<file path="src/rtl/sbf_pkg.sv">
// Shared types and helpers for the sector bit-error corrector.
// Assumes byte-wide buffer data.
package sbf_pkg;

    localparam int BYTE_W = 8;

    typedef enum logic [1:0] {
        SEQ_IDLE = 2'd0,
        SEQ_SCAN = 2'd1,
        SEQ_FLIP = 2'd2
    } seq_state_e;

    // One-hot byte mask with a single bit set at position pos.
    function automatic logic [BYTE_W-1:0] bit_select(input logic [2:0] pos);
        logic [BYTE_W-1:0] m;
        m = '0;
        m[pos] = 1'b1;
        return m;
    endfunction

endpackage

</file>
<file path="src/rtl/sbf_loc_unpack.sv">
// Holds the captured position word, splits it into slots, undoes the
// two-bit index adjustment and range-checks the slot picked by idx.
// Assumes LOC_W >= ADDR_W + 3.
module sbf_loc_unpack #(
    parameter int LOC_W        = 13,
    parameter int MAX_LOCS     = 8,
    parameter int SECTOR_BYTES = 512,
    localparam int PACK_W      = LOC_W * MAX_LOCS,
    localparam int IDX_W       = $clog2(MAX_LOCS + 1),
    localparam int ADDR_W      = $clog2(SECTOR_BYTES),
    localparam int BIT_LIMIT   = SECTOR_BYTES * 8
) (
    input  logic              clk,
    input  logic              rst_n,
    input  logic              load,
    input  logic [PACK_W-1:0] locs_in,
    input  logic [IDX_W-1:0]  idx,
    output logic [ADDR_W-1:0] byte_addr,
    output logic [2:0]        bit_pos,
    output logic              in_range
);

    localparam logic [LOC_W:0]   LIMIT_V = (LOC_W + 1)'(BIT_LIMIT);
    localparam logic [LOC_W-1:0] ADJ_V   = LOC_W'(3);

    logic [PACK_W-1:0] locs_q;
    logic [LOC_W-1:0]  slot [MAX_LOCS];
    logic [LOC_W-1:0]  sel;

    // Capture the position word when a pass is accepted.
    always_ff @(posedge clk) begin
        if (!rst_n)
            locs_q <= '0;
        else if (load)
            locs_q <= locs_in;
    end

    // Split the word into slots with the low two bits restored.
    for (genvar k = 0; k < MAX_LOCS; k++) begin : g_slot
        assign slot[k] = locs_q[k*LOC_W +: LOC_W] ^ ADJ_V;
    end

    // Pick the slot named by idx; past the last slot yields zero.
    always_comb begin
        sel = '0;
        for (int k = 0; k < MAX_LOCS; k++) begin
            if (idx == IDX_W'(k))
                sel = slot[k];
        end
    end

    assign in_range  = ({1'b0, sel} < LIMIT_V);
    assign byte_addr = sel[ADDR_W+2:3];
    assign bit_pos   = sel[2:0];

endmodule

</file>
<file path="src/rtl/sbf_seq.sv">
// Pass sequencer: accepts start when idle, walks slots in order, spends two
// cycles on each in-range slot and one on each out-of-range slot, and then
// pulses done and updates the held results.
// Assumes the slot selected by idx is range-checked combinationally.
module sbf_seq #(
    parameter int CNT_W    = 4,
    parameter int MAX_LOCS = 8,
    localparam int IDX_W   = $clog2(MAX_LOCS + 1)
) (
    input  logic              clk,
    input  logic              rst_n,
    input  logic              start,
    input  logic [CNT_W-1:0]  err_count,
    input  logic              in_range,
    output logic              load,
    output logic [IDX_W-1:0]  idx,
    output logic              rd_req,
    output logic              wr_req,
    output logic              done,
    output logic [IDX_W-1:0]  fix_count,
    output logic              uncorrectable
);
    import sbf_pkg::*;

    localparam logic [CNT_W-1:0] FULL_CODE = '1;
    localparam logic [CNT_W-1:0] CAP_CODE  = CNT_W'(MAX_LOCS);

    seq_state_e       state;
    logic [IDX_W-1:0] n_used;
    logic [IDX_W-1:0] n_next;
    logic [IDX_W-1:0] fixed;
    logic             unc_pend;
    logic             at_end;

    // Number of slots to use for the count offered at start.
    always_comb begin
        if (err_count == FULL_CODE)
            n_next = '0;
        else if (err_count > CAP_CODE)
            n_next = IDX_W'(MAX_LOCS);
        else
            n_next = IDX_W'(err_count);
    end

    assign load   = (state == SEQ_IDLE) && start;
    assign at_end = (idx == n_used);
    assign rd_req = (state == SEQ_SCAN) && !at_end && in_range;
    assign wr_req = (state == SEQ_FLIP);

    // Main state machine with slot index, fix counter and results.
    always_ff @(posedge clk) begin
        if (!rst_n) begin
            state         <= SEQ_IDLE;
            idx           <= '0;
            n_used        <= '0;
            fixed         <= '0;
            unc_pend      <= 1'b0;
            done          <= 1'b0;
            fix_count     <= '0;
            uncorrectable <= 1'b0;
        end else begin
            done <= 1'b0;
            unique case (state)
                SEQ_IDLE: begin
                    if (start) begin
                        n_used   <= n_next;
                        unc_pend <= (err_count == FULL_CODE);
                        idx      <= '0;
                        fixed    <= '0;
                        state    <= SEQ_SCAN;
                    end
                end
                SEQ_SCAN: begin
                    if (at_end) begin
                        done          <= 1'b1;
                        fix_count     <= fixed;
                        uncorrectable <= unc_pend;
                        state         <= SEQ_IDLE;
                    end else if (in_range) begin
                        state <= SEQ_FLIP;
                    end else begin
                        idx <= idx + 1'b1;
                    end
                end
                SEQ_FLIP: begin
                    fixed <= fixed + 1'b1;
                    idx   <= idx + 1'b1;
                    state <= SEQ_SCAN;
                end
                default: state <= SEQ_IDLE;
            endcase
        end
    end

endmodule

</file>
<file path="src/rtl/sbf_byte_flip.sv">
// Buffer port driver: presents the byte address for both halves of the
// read-modify-write and forms the write byte with one bit inverted.
// Assumes read data arrives the cycle after the read request and the
// address is unchanged between the two halves.
module sbf_byte_flip #(
    parameter int ADDR_W = 9
) (
    input  logic              rd_req,
    input  logic              wr_req,
    input  logic [ADDR_W-1:0] byte_addr,
    input  logic [2:0]        bit_pos,
    input  logic [7:0]        rdata,
    output logic [ADDR_W-1:0] buf_addr,
    output logic              buf_rd_en,
    output logic              buf_wr_en,
    output logic [7:0]        buf_wdata
);
    import sbf_pkg::*;

    // Drive the port and build the corrected byte.
    always_comb begin
        buf_addr  = byte_addr;
        buf_rd_en = rd_req;
        buf_wr_en = wr_req;
        buf_wdata = rdata ^ bit_select(bit_pos);
    end

endmodule

</file>
<file path="src/rtl/sector_bitfix.sv">
// Top level of the sector bit-error corrector. Wires the position unpacker,
// the sequencer and the buffer port driver.
// Assumes a single-port byte buffer with one-cycle read latency.
module sector_bitfix #(
    parameter int LOC_W        = 13,
    parameter int MAX_LOCS     = 8,
    parameter int SECTOR_BYTES = 512,
    parameter int CNT_W        = 4,
    localparam int PACK_W      = LOC_W * MAX_LOCS,
    localparam int IDX_W       = $clog2(MAX_LOCS + 1),
    localparam int ADDR_W      = $clog2(SECTOR_BYTES)
) (
    input  logic              clk,
    input  logic              rst_n,
    input  logic              start,
    input  logic [PACK_W-1:0] err_locs,
    input  logic [CNT_W-1:0]  err_count,
    output logic [ADDR_W-1:0] buf_addr,
    output logic              buf_rd_en,
    output logic              buf_wr_en,
    output logic [7:0]        buf_wdata,
    input  logic [7:0]        buf_rdata,
    output logic              done,
    output logic [IDX_W-1:0]  fix_count,
    output logic              uncorrectable
);

    logic              load;
    logic [IDX_W-1:0]  idx;
    logic              in_range;
    logic              rd_req;
    logic              wr_req;
    logic [ADDR_W-1:0] byte_addr;
    logic [2:0]        bit_pos;

    sbf_loc_unpack #(
        .LOC_W(LOC_W), .MAX_LOCS(MAX_LOCS), .SECTOR_BYTES(SECTOR_BYTES)
    ) u_unpack (
        .clk(clk), .rst_n(rst_n), .load(load), .locs_in(err_locs),
        .idx(idx), .byte_addr(byte_addr), .bit_pos(bit_pos),
        .in_range(in_range)
    );

    sbf_seq #(
        .CNT_W(CNT_W), .MAX_LOCS(MAX_LOCS)
    ) u_seq (
        .clk(clk), .rst_n(rst_n), .start(start), .err_count(err_count),
        .in_range(in_range), .load(load), .idx(idx), .rd_req(rd_req),
        .wr_req(wr_req), .done(done), .fix_count(fix_count),
        .uncorrectable(uncorrectable)
    );

    sbf_byte_flip #(
        .ADDR_W(ADDR_W)
    ) u_flip (
        .rd_req(rd_req), .wr_req(wr_req), .byte_addr(byte_addr),
        .bit_pos(bit_pos), .rdata(buf_rdata), .buf_addr(buf_addr),
        .buf_rd_en(buf_rd_en), .buf_wr_en(buf_wr_en), .buf_wdata(buf_wdata)
    );

endmodule

</file>
<file path="config.mk">
export PLATFORM = sky130hd
export DESIGN_NAME = sector_bitfix
export DESIGN_NICKNAME = d
export VERILOG_FILES = /design/src/rtl/sbf_pkg.sv /design/src/rtl/sbf_loc_unpack.sv /design/src/rtl/sbf_seq.sv /design/src/rtl/sbf_byte_flip.sv /design/src/rtl/sector_bitfix.sv
export SDC_FILE = /design/constraint.sdc
export NUM_CORES = 1
export LEC_CHECK = 0
export ABC_AREA = 1
export BUFFER_PORTS_ARGS = -buffer_cell sky130_fd_sc_hd__clkbuf_2
export CORE_MARGIN = 8
export CORE_UTILIZATION = 54
export CTS_CLUSTER_DIAMETER = 80
export DETAILED_ROUTE_END_ITERATION = 12
export PLACE_DENSITY_LB_ADDON = 0.2
export SETUP_SLACK_MARGIN = 0.2
export SLEW_MARGIN = 20
export SYNTH_ARGS = -nofsm -noshare
export SYNTH_HDL_FRONTEND = slang
export SYNTH_SLANG_ARGS = --single-unit
</file>
<file path="constraint.sdc">
create_clock -name clk -period 3 [get_ports clk]
set_clock_uncertainty 0.2 [all_clocks]
set_input_delay 0.75 -clock clk [delete_from_list [all_inputs] [get_ports clk]]
set_output_delay 0.75 -clock clk [all_outputs]
set_load 0.02 [all_outputs]
</file>
==> reports/metrics.cfg, run 1 <==
[run_status]
status=finished with violations
violations=setup timing

[placed_design]
io_buffers=143
post-dp-hpwl_um=11500
placed_cells=1131
gp_congestion=0.823
place_worst_setup_slack_ns=0.0282

[clock_network]
cts_tree=done
clk_path_buf_depth=2
root_buffer=clkbuf_8
clock_sinks=125
cts_htree_levels=4
worstSkewPairLatency_ns=0.53
clkSlewWorstSetupHoldPaths_ns=0.07
cts_buffers=17

[grt]
grt_use_total_pct=23.0
grt_pass1_wl_um=27400
antenna_found_initial=0
grt-ovfl-total=0
grt_max_degree=117
grt_pass1_vias=5789

[drt]
firstDrtPassIters=5
wl_per_cell_um=14.6
drt_iter0_markers=492
antenna_left=0
wirelength_um=17300
drc=0
dr_total_vias=6198
vias_per_cell=5.21

[synth]
synth_nets=1009
synth_cell_types=34
syn_inst=881
synth_mux_area_share_pct=0
synthAdderAreaFrac_pct=1.89
synth-compound-area-share_pct=13.4
netlist_area_sq_um=5950
synth_top_family_by_area=simple AND/OR/NAND/NOR gates
post-synth-top-area-cell=dfxtp_1
syn_avg_cell_area_sq_um=6.76
yosys_warnings=0
synth-xor-area-share_pct=0.735
ys_seq_elements=125
seq_area_frac_synth_pct=42.0
synth_top_area_share_pct=42.0
synth_simple_gate_area_share_pct=34.6
synth_area_leaders=dfxtp_1 (42%), nor2_1 (16%), o21ai_0 (9.7%)

[worst_setup_path]
critPathKind=reg2out
arrival_ns=2.40
r2r_start=u_seq.idx[1]$_SDFFE_PN0P_
startpoint_type=register
rrSetupSlack_ns=0.75
path_max_fanout=7
r2r_cells=17
required_ns=2.05
cp-end-kind=primary output
reg2reg_to=u_seq.idx[3]$_SDFFE_PN0P_

[final_layout]
drive_gt1_share_pct=29.2
nNetsFinal=1165
diodes=0
syn_to_final_growth_pct=36.4
nFillCells=803
mostFrequentLayoutCells=nor2_1 (245), nand2_1 (129), clkbuf_2 (125)
final_common_cell=nor2_1
final_util_pct=75.3
instances_no_fill=1190

[die]
initial_core_util_pct=55.2
fp-row-count=38
dieArea_sq_um=14600
coreArea_sq_um=10800
fp.dieH_um=121
dieWidth_um=121
pin_count=144

[worst_hold_path]
hold_path_end=u_seq.fix_count[2]$_SDFFE_PN0P_
hold_path.startpoint=u_seq.fix_count[2]$_SDFFE_PN0P_
hold_depth=2
hp-class=reg2reg

[sta]
slew_viol_final=0
layout_setup_ws_ns=-0.353
hold_ws_ns=0.248
setup_viol=18
hold_viol=0
rsz0062_at_grt=true
max_freq_mhz=298
fin_crit_sh_pct=112
maxSlewHeadroom_pct=68.3
fin_crit_ns=3.35
worst_pin_slew_ns=0.470

[pwr]
irDropWorstVdd_v=0.000711
power.density_nw_per_um2=958
cellLeakagePower_nw=3.89

[run]
maxCapViolations=0

## stage by stage
stage          setup TNS [ns]  power (mW)  instance area, sq um
2_1_floorplan               0        3.93                  5950
3_3_place_gp                0        4.63                  6770
3_5_place_dp                0        4.68                  6770
4_1_cts                 -4.29        7.31                  7830
5_1_grt                 -7.35        8.21                  8120
6_report                -5.25        7.78                  8120
## flip-flops by register name, summed over array words and instances (netlist names)
signal and cells:
u_seq.idx 4, u_unpack.locs_q 104, u_seq.n_used 4, u_seq.fixed 4, u_seq.unc_pend 1, u_seq.done 1, u_seq.fix_count 4, u_seq.uncorrectable 1
u_seq.state 2
## cell usage after synthesis
cell type  instances
nor2_1           249
clkinv_1           2
nor2_4             2
a41oi_1            1
nand4_1            8
nand2_1          139
nor3_4             1
a21oi_2            1
o211ai_1           9
o31ai_1            1
buf_4              3
buf_6              5
or2_2              1
nand3b_1           3
nor3_1             1
nor2_2             5
buf_2              4
a211oi_1           1
ha_1               9
dfxtp_1          125
and3_1             1
a21oi_1           21
clkbuf_1          38
o21ai_0          115
or2_0              2
or2_1              1
nand3_1           60
a21oi_4            1
nand3_2            2
inv_1             44
nand2_4            3
nand2_2           11
xor2_1             5
inv_2              7
## power by group
group	switching, mW	total (mW)	internal (mW)
clock	0.826	1.98	1.15
combinational	2.14	3.71	1.57
sequential	0.174	2.10	1.93
## per-layer routing
layer  global-route usage (%)  up-vias  share of wire, %
met5                        0        -                 0
met4                     9.13        0               2.8
met3                     5.63       39               7.1
met2                     38.3      214                49
met1                     28.0     2806                42
li1                         -     3139                 -
## logic make-up (layout without fill, tap and decap cells)
kind of cell / Yosys count / in the layout
XOR/XNOR: 5 / 5
AND/OR/NAND/NOR: 489 / 491
buffers and inverters: 103 / 270
AO/OA/AOI/OAI: 150 / 150
adder cells (fa/ha/maj): 9 / 9
flip-flops: 125 / 125
## how the worst max path moves through the flow
stage | start | endpoint | slack, ns | depth (start not counted)
global route | u_seq.idx[0]$_SDFFE_PN0P_ | buf_wdata[6] | -0.46 | 14
detailed placement | u_seq.idx[1]$_SDFFE_PN0P_ | buf_addr[5] | 0.03 | 13
floorplan | u_seq.idx[0]$_SDFFE_PN0P_ | buf_wdata[0] | 0.24 | 14
CTS | u_seq.idx[0]$_SDFFE_PN0P_ | buf_wdata[2] | -0.28 | 13
global placement | u_seq.idx[1]$_SDFFE_PN0P_ | buf_addr[5] | 0.08 | 13
finish | u_seq.idx[1]$_SDFFE_PN0P_ | buf_wdata[0] | -0.35 | 13
## final cells by class
type	instances	area [sq um]	area share [%]
clock buffers	18	428	5.27
clock inverters	14	143	1.76
inverters	53	219	2.70
multi-input cells	655	3320	40.9
flip-flops and latches	125	2510	31.0
well taps	140	175	2.16
repair buffers	185	1320	16.3
## critical path, cell delays in order (launching register included)
cell      delay (ns)
dfxtp_2         0.36
buf_6           0.13
ha_4            0.15
nand2_4         0.08
or2_0           0.22
nand3_2         0.10
nand3_2         0.07
nand2_2         0.09
nand2_4         0.07
a21oi_4         0.21
nand3_1         0.11
nand2_1         0.08
nand2_1         0.06
clkbuf_8        0.15
## repair_timing
action	CTS	global route
gates resized for setup	89	50
hold endpoints to repair	0	0
cloned	2	0
setup buffers	10	15
setup endpoints to repair	18	18
pin swaps	20	17
hold buffers	0	0
No activity file was read; power rests on OpenSTA's default activity.
==> run 2, diff against run 1 <==
- SKIP_LAST_GASP: not set -> 1
==> run 2 against run 1 <==
- the flow still finishes with violations (setup timing)
- non-clock buffer count fell by 12
- hold slack barely moved
- register-to-register slack improved by 0.10 ns
- setup slack got worse by 0.036 ns
- sequential power barely moved
- maximum frequency fell by 1.1%
- die area did not move
- critical path depth fell by 2
- global-route usage fell by 0.057 points
- clock power barely moved
- critical path type unchanged
- largest power group unchanged
==> reports/metrics.cfg, run 2 (synthesized netlist as in run 1, its figures left out) <==
[die]
fp-row-count=38
pin_count=144
initial_core_util_pct=55.2
dieArea_sq_um=14600
coreArea_sq_um=10800
fp.dieH_um=121
dieWidth_um=121

[sta]
max_freq_mhz=295
setup_tns_ns=-5.39
hold_viol=0
fin_crit_ns=3.39
worst_pin_slew_ns=0.503
slew_viol_final=0
setup_viol=18
fin_crit_sh_pct=113
rsz0062_at_grt=true
layout_setup_ws_ns=-0.388
maxSlewHeadroom_pct=66.1

[run_status]
status=finished with violations
violations=setup timing

[worst_setup_path]
crit_family=simple AND/OR/NAND/NOR gates
path_cells=buf_6, ha_4, nand2_4, or2_1, nand3_4, nand2_4, a21oi_4, nand3_1, nand2_1, nand2_1, clkbuf_8
r2r_cells=11
required_ns=2.05
cp_slowest_cell=dfxtp_4
rrSetupSlack_ns=0.85
startpoint_type=register
path_max_fanout=7
critPathKind=reg2out
cp-end-kind=primary output
critical_path_buf_inv_count=2
reg2reg_to=u_seq.idx[1]$_SDFFE_PN0P_
r2r_start=u_seq.idx[1]$_SDFFE_PN0P_
arrival_ns=2.44
max_stage_delay_ns=0.40

[drt]
drt_iter0_markers=459
vias_per_cell=5.19
drc=0
wl_per_cell_um=14.3
dr_total_vias=6108
wirelength_um=16800
antenna_left=0
firstDrtPassIters=5

[placed_design]
gp_congestion=0.823
io_buffers=143
post-dp-hpwl_um=11500

[final_layout]
top_register=u_unpack.locs_q
diodes=0
final_util_pct=73.0
regArea_sq_um=2510
multi_input_area_sq_um=3250
nFillCells=876
drive_gt1_share_pct=26.9
nNetsFinal=1153
syn_to_final_growth_pct=32.4
final_common_cell=nor2_1
mostFrequentLayoutCells=nor2_1 (246), nand2_1 (132), clkbuf_2 (126)
largest_register_ffs=104

[worst_hold_path]
hold_depth=2
hold_path.startpoint=u_seq.fix_count[2]$_SDFFE_PN0P_
hold_path_end=u_seq.fix_count[2]$_SDFFE_PN0P_
hp-class=reg2reg

[clock_network]
clkSlewWorstSetupHoldPaths_ns=0.06
cts_tree=done
root_buffer=clkbuf_8
clock_sinks=125
cts_htree_levels=4
worstSkewPairLatency_ns=0.53
cts_buffers=17
clk_path_buf_depth=2
postCtsHoldBufs=0

[grt]
grt_max_degree=117
grt-ovfl-total=0
grt_use_total_pct=23.0
antenna_found_initial=0
grt_pass1_vias=5751
grt_pass1_wl_um=27300

[pwr]
p_sw_share_pct=40.6
p_comb_share_pct=45.3
p_int_mw=4.42
power_switching_mw=3.02
p_seq_share_pct=28.2
clkPwrFrac_pct=26.5
irDropWorstVdd_v=0.000674
power.density_nw_per_um2=944
cellLeakagePower_nw=3.76

[run]
maxCapViolations=0

[run 2: cell count changes in the layout (fill, tap and decap cells not counted), sizes merged]
cell	change
clkbuf	+1
buf	-13
[run 2: how the worst max path moves through the flow]
stage	startpoint	to	cells after the start
2_1_floorplan	u_seq.idx[0]$_SDFFE_PN0P_	buf_wdata[0]	14
3_3_place_gp	u_seq.idx[1]$_SDFFE_PN0P_	buf_addr[5]	13
3_5_place_dp	u_seq.idx[1]$_SDFFE_PN0P_	buf_addr[5]	13
4_1_cts	u_seq.idx[0]$_SDFFE_PN0P_	buf_wdata[2]	13
5_1_grt	u_seq.idx[0]$_SDFFE_PN0P_	buf_wdata[0]	11
6_report	u_seq.idx[0]$_SDFFE_PN0P_	buf_wdata[3]	11
[run 2: power by group through the flow]
| stage | sequential [mW] | combinational (mW) | clock [mW] |
|---|---|---|---|
| 3_5_place_dp | 2.11 | 2.57 | 0 |
| 2_1_floorplan | 2.09 | 1.85 | 0 |
| 5_1_grt | 2.13 | 3.67 | 2.08 |
| 3_3_place_gp | 2.11 | 2.52 | 0 |
| 4_1_cts | 2.09 | 3.15 | 1.98 |
| 6_report | 2.10 | 3.37 | 1.97 |
[run 2: cell type report]
type / instances / share of cell area [%]
flip-flops and latches: 125 / 31.9
multi-input cells: 655 / 41.3
inverters: 53 / 2.71
clock inverters: 14 / 1.81
clock buffers: 18 / 5.43
well taps: 140 / 2.22
repair buffers: 173 / 14.7
[run 2: repair_timing]
item                                   CTS  global route
resized for setup                       74            29
pin swaps                               20            16
endpoints found under the hold margin    0             0
cloned                                   2             0
setup endpoints to repair               18            18
buffers inserted                        10             3
[run 2: per-layer routing]
layer	vias up	wire length, um	global-route usage [%]	part of all wire, %
li1	3114	-	-	-
met1	2785	7280	28.4	43
met2	183	8210	38.4	49
met3	26	1040	5.07	6.2
met4	0	280	8.20	1.7
met5	-	0	0	0
[run 2: through the flow]
| stage | area [sq um] | worst slack [ns] | hold slack [ns] | power [mW] | cells |
|---|---|---|---|---|---|
| final | 7880 | -0.388 | 0.248 | 7.44 | 1178 |
| after detailed placement | 6770 | 0.0282 | 0.237 | 4.68 | 1131 |
| after floorplan | 5950 | 0.242 | 0.230 | 3.93 | 881 |
| after CTS | 7750 | -0.281 | 0.249 | 7.22 | 1175 |
| after global routing | 7880 | -0.464 | 0.270 | 7.88 | 1178 |
| after global placement | 6770 | 0.0790 | 0.232 | 4.63 | 1131 |
[run 2: tightest hold or removal path: cells and delay by family, from the launching register on]
| kind | cells | cell delay (ns) |
|---|---|---|
| compound gates | 1 | 0.05 |
| buf+inv | 1 | 0.05 |
| flops | 1 | 0.31 |
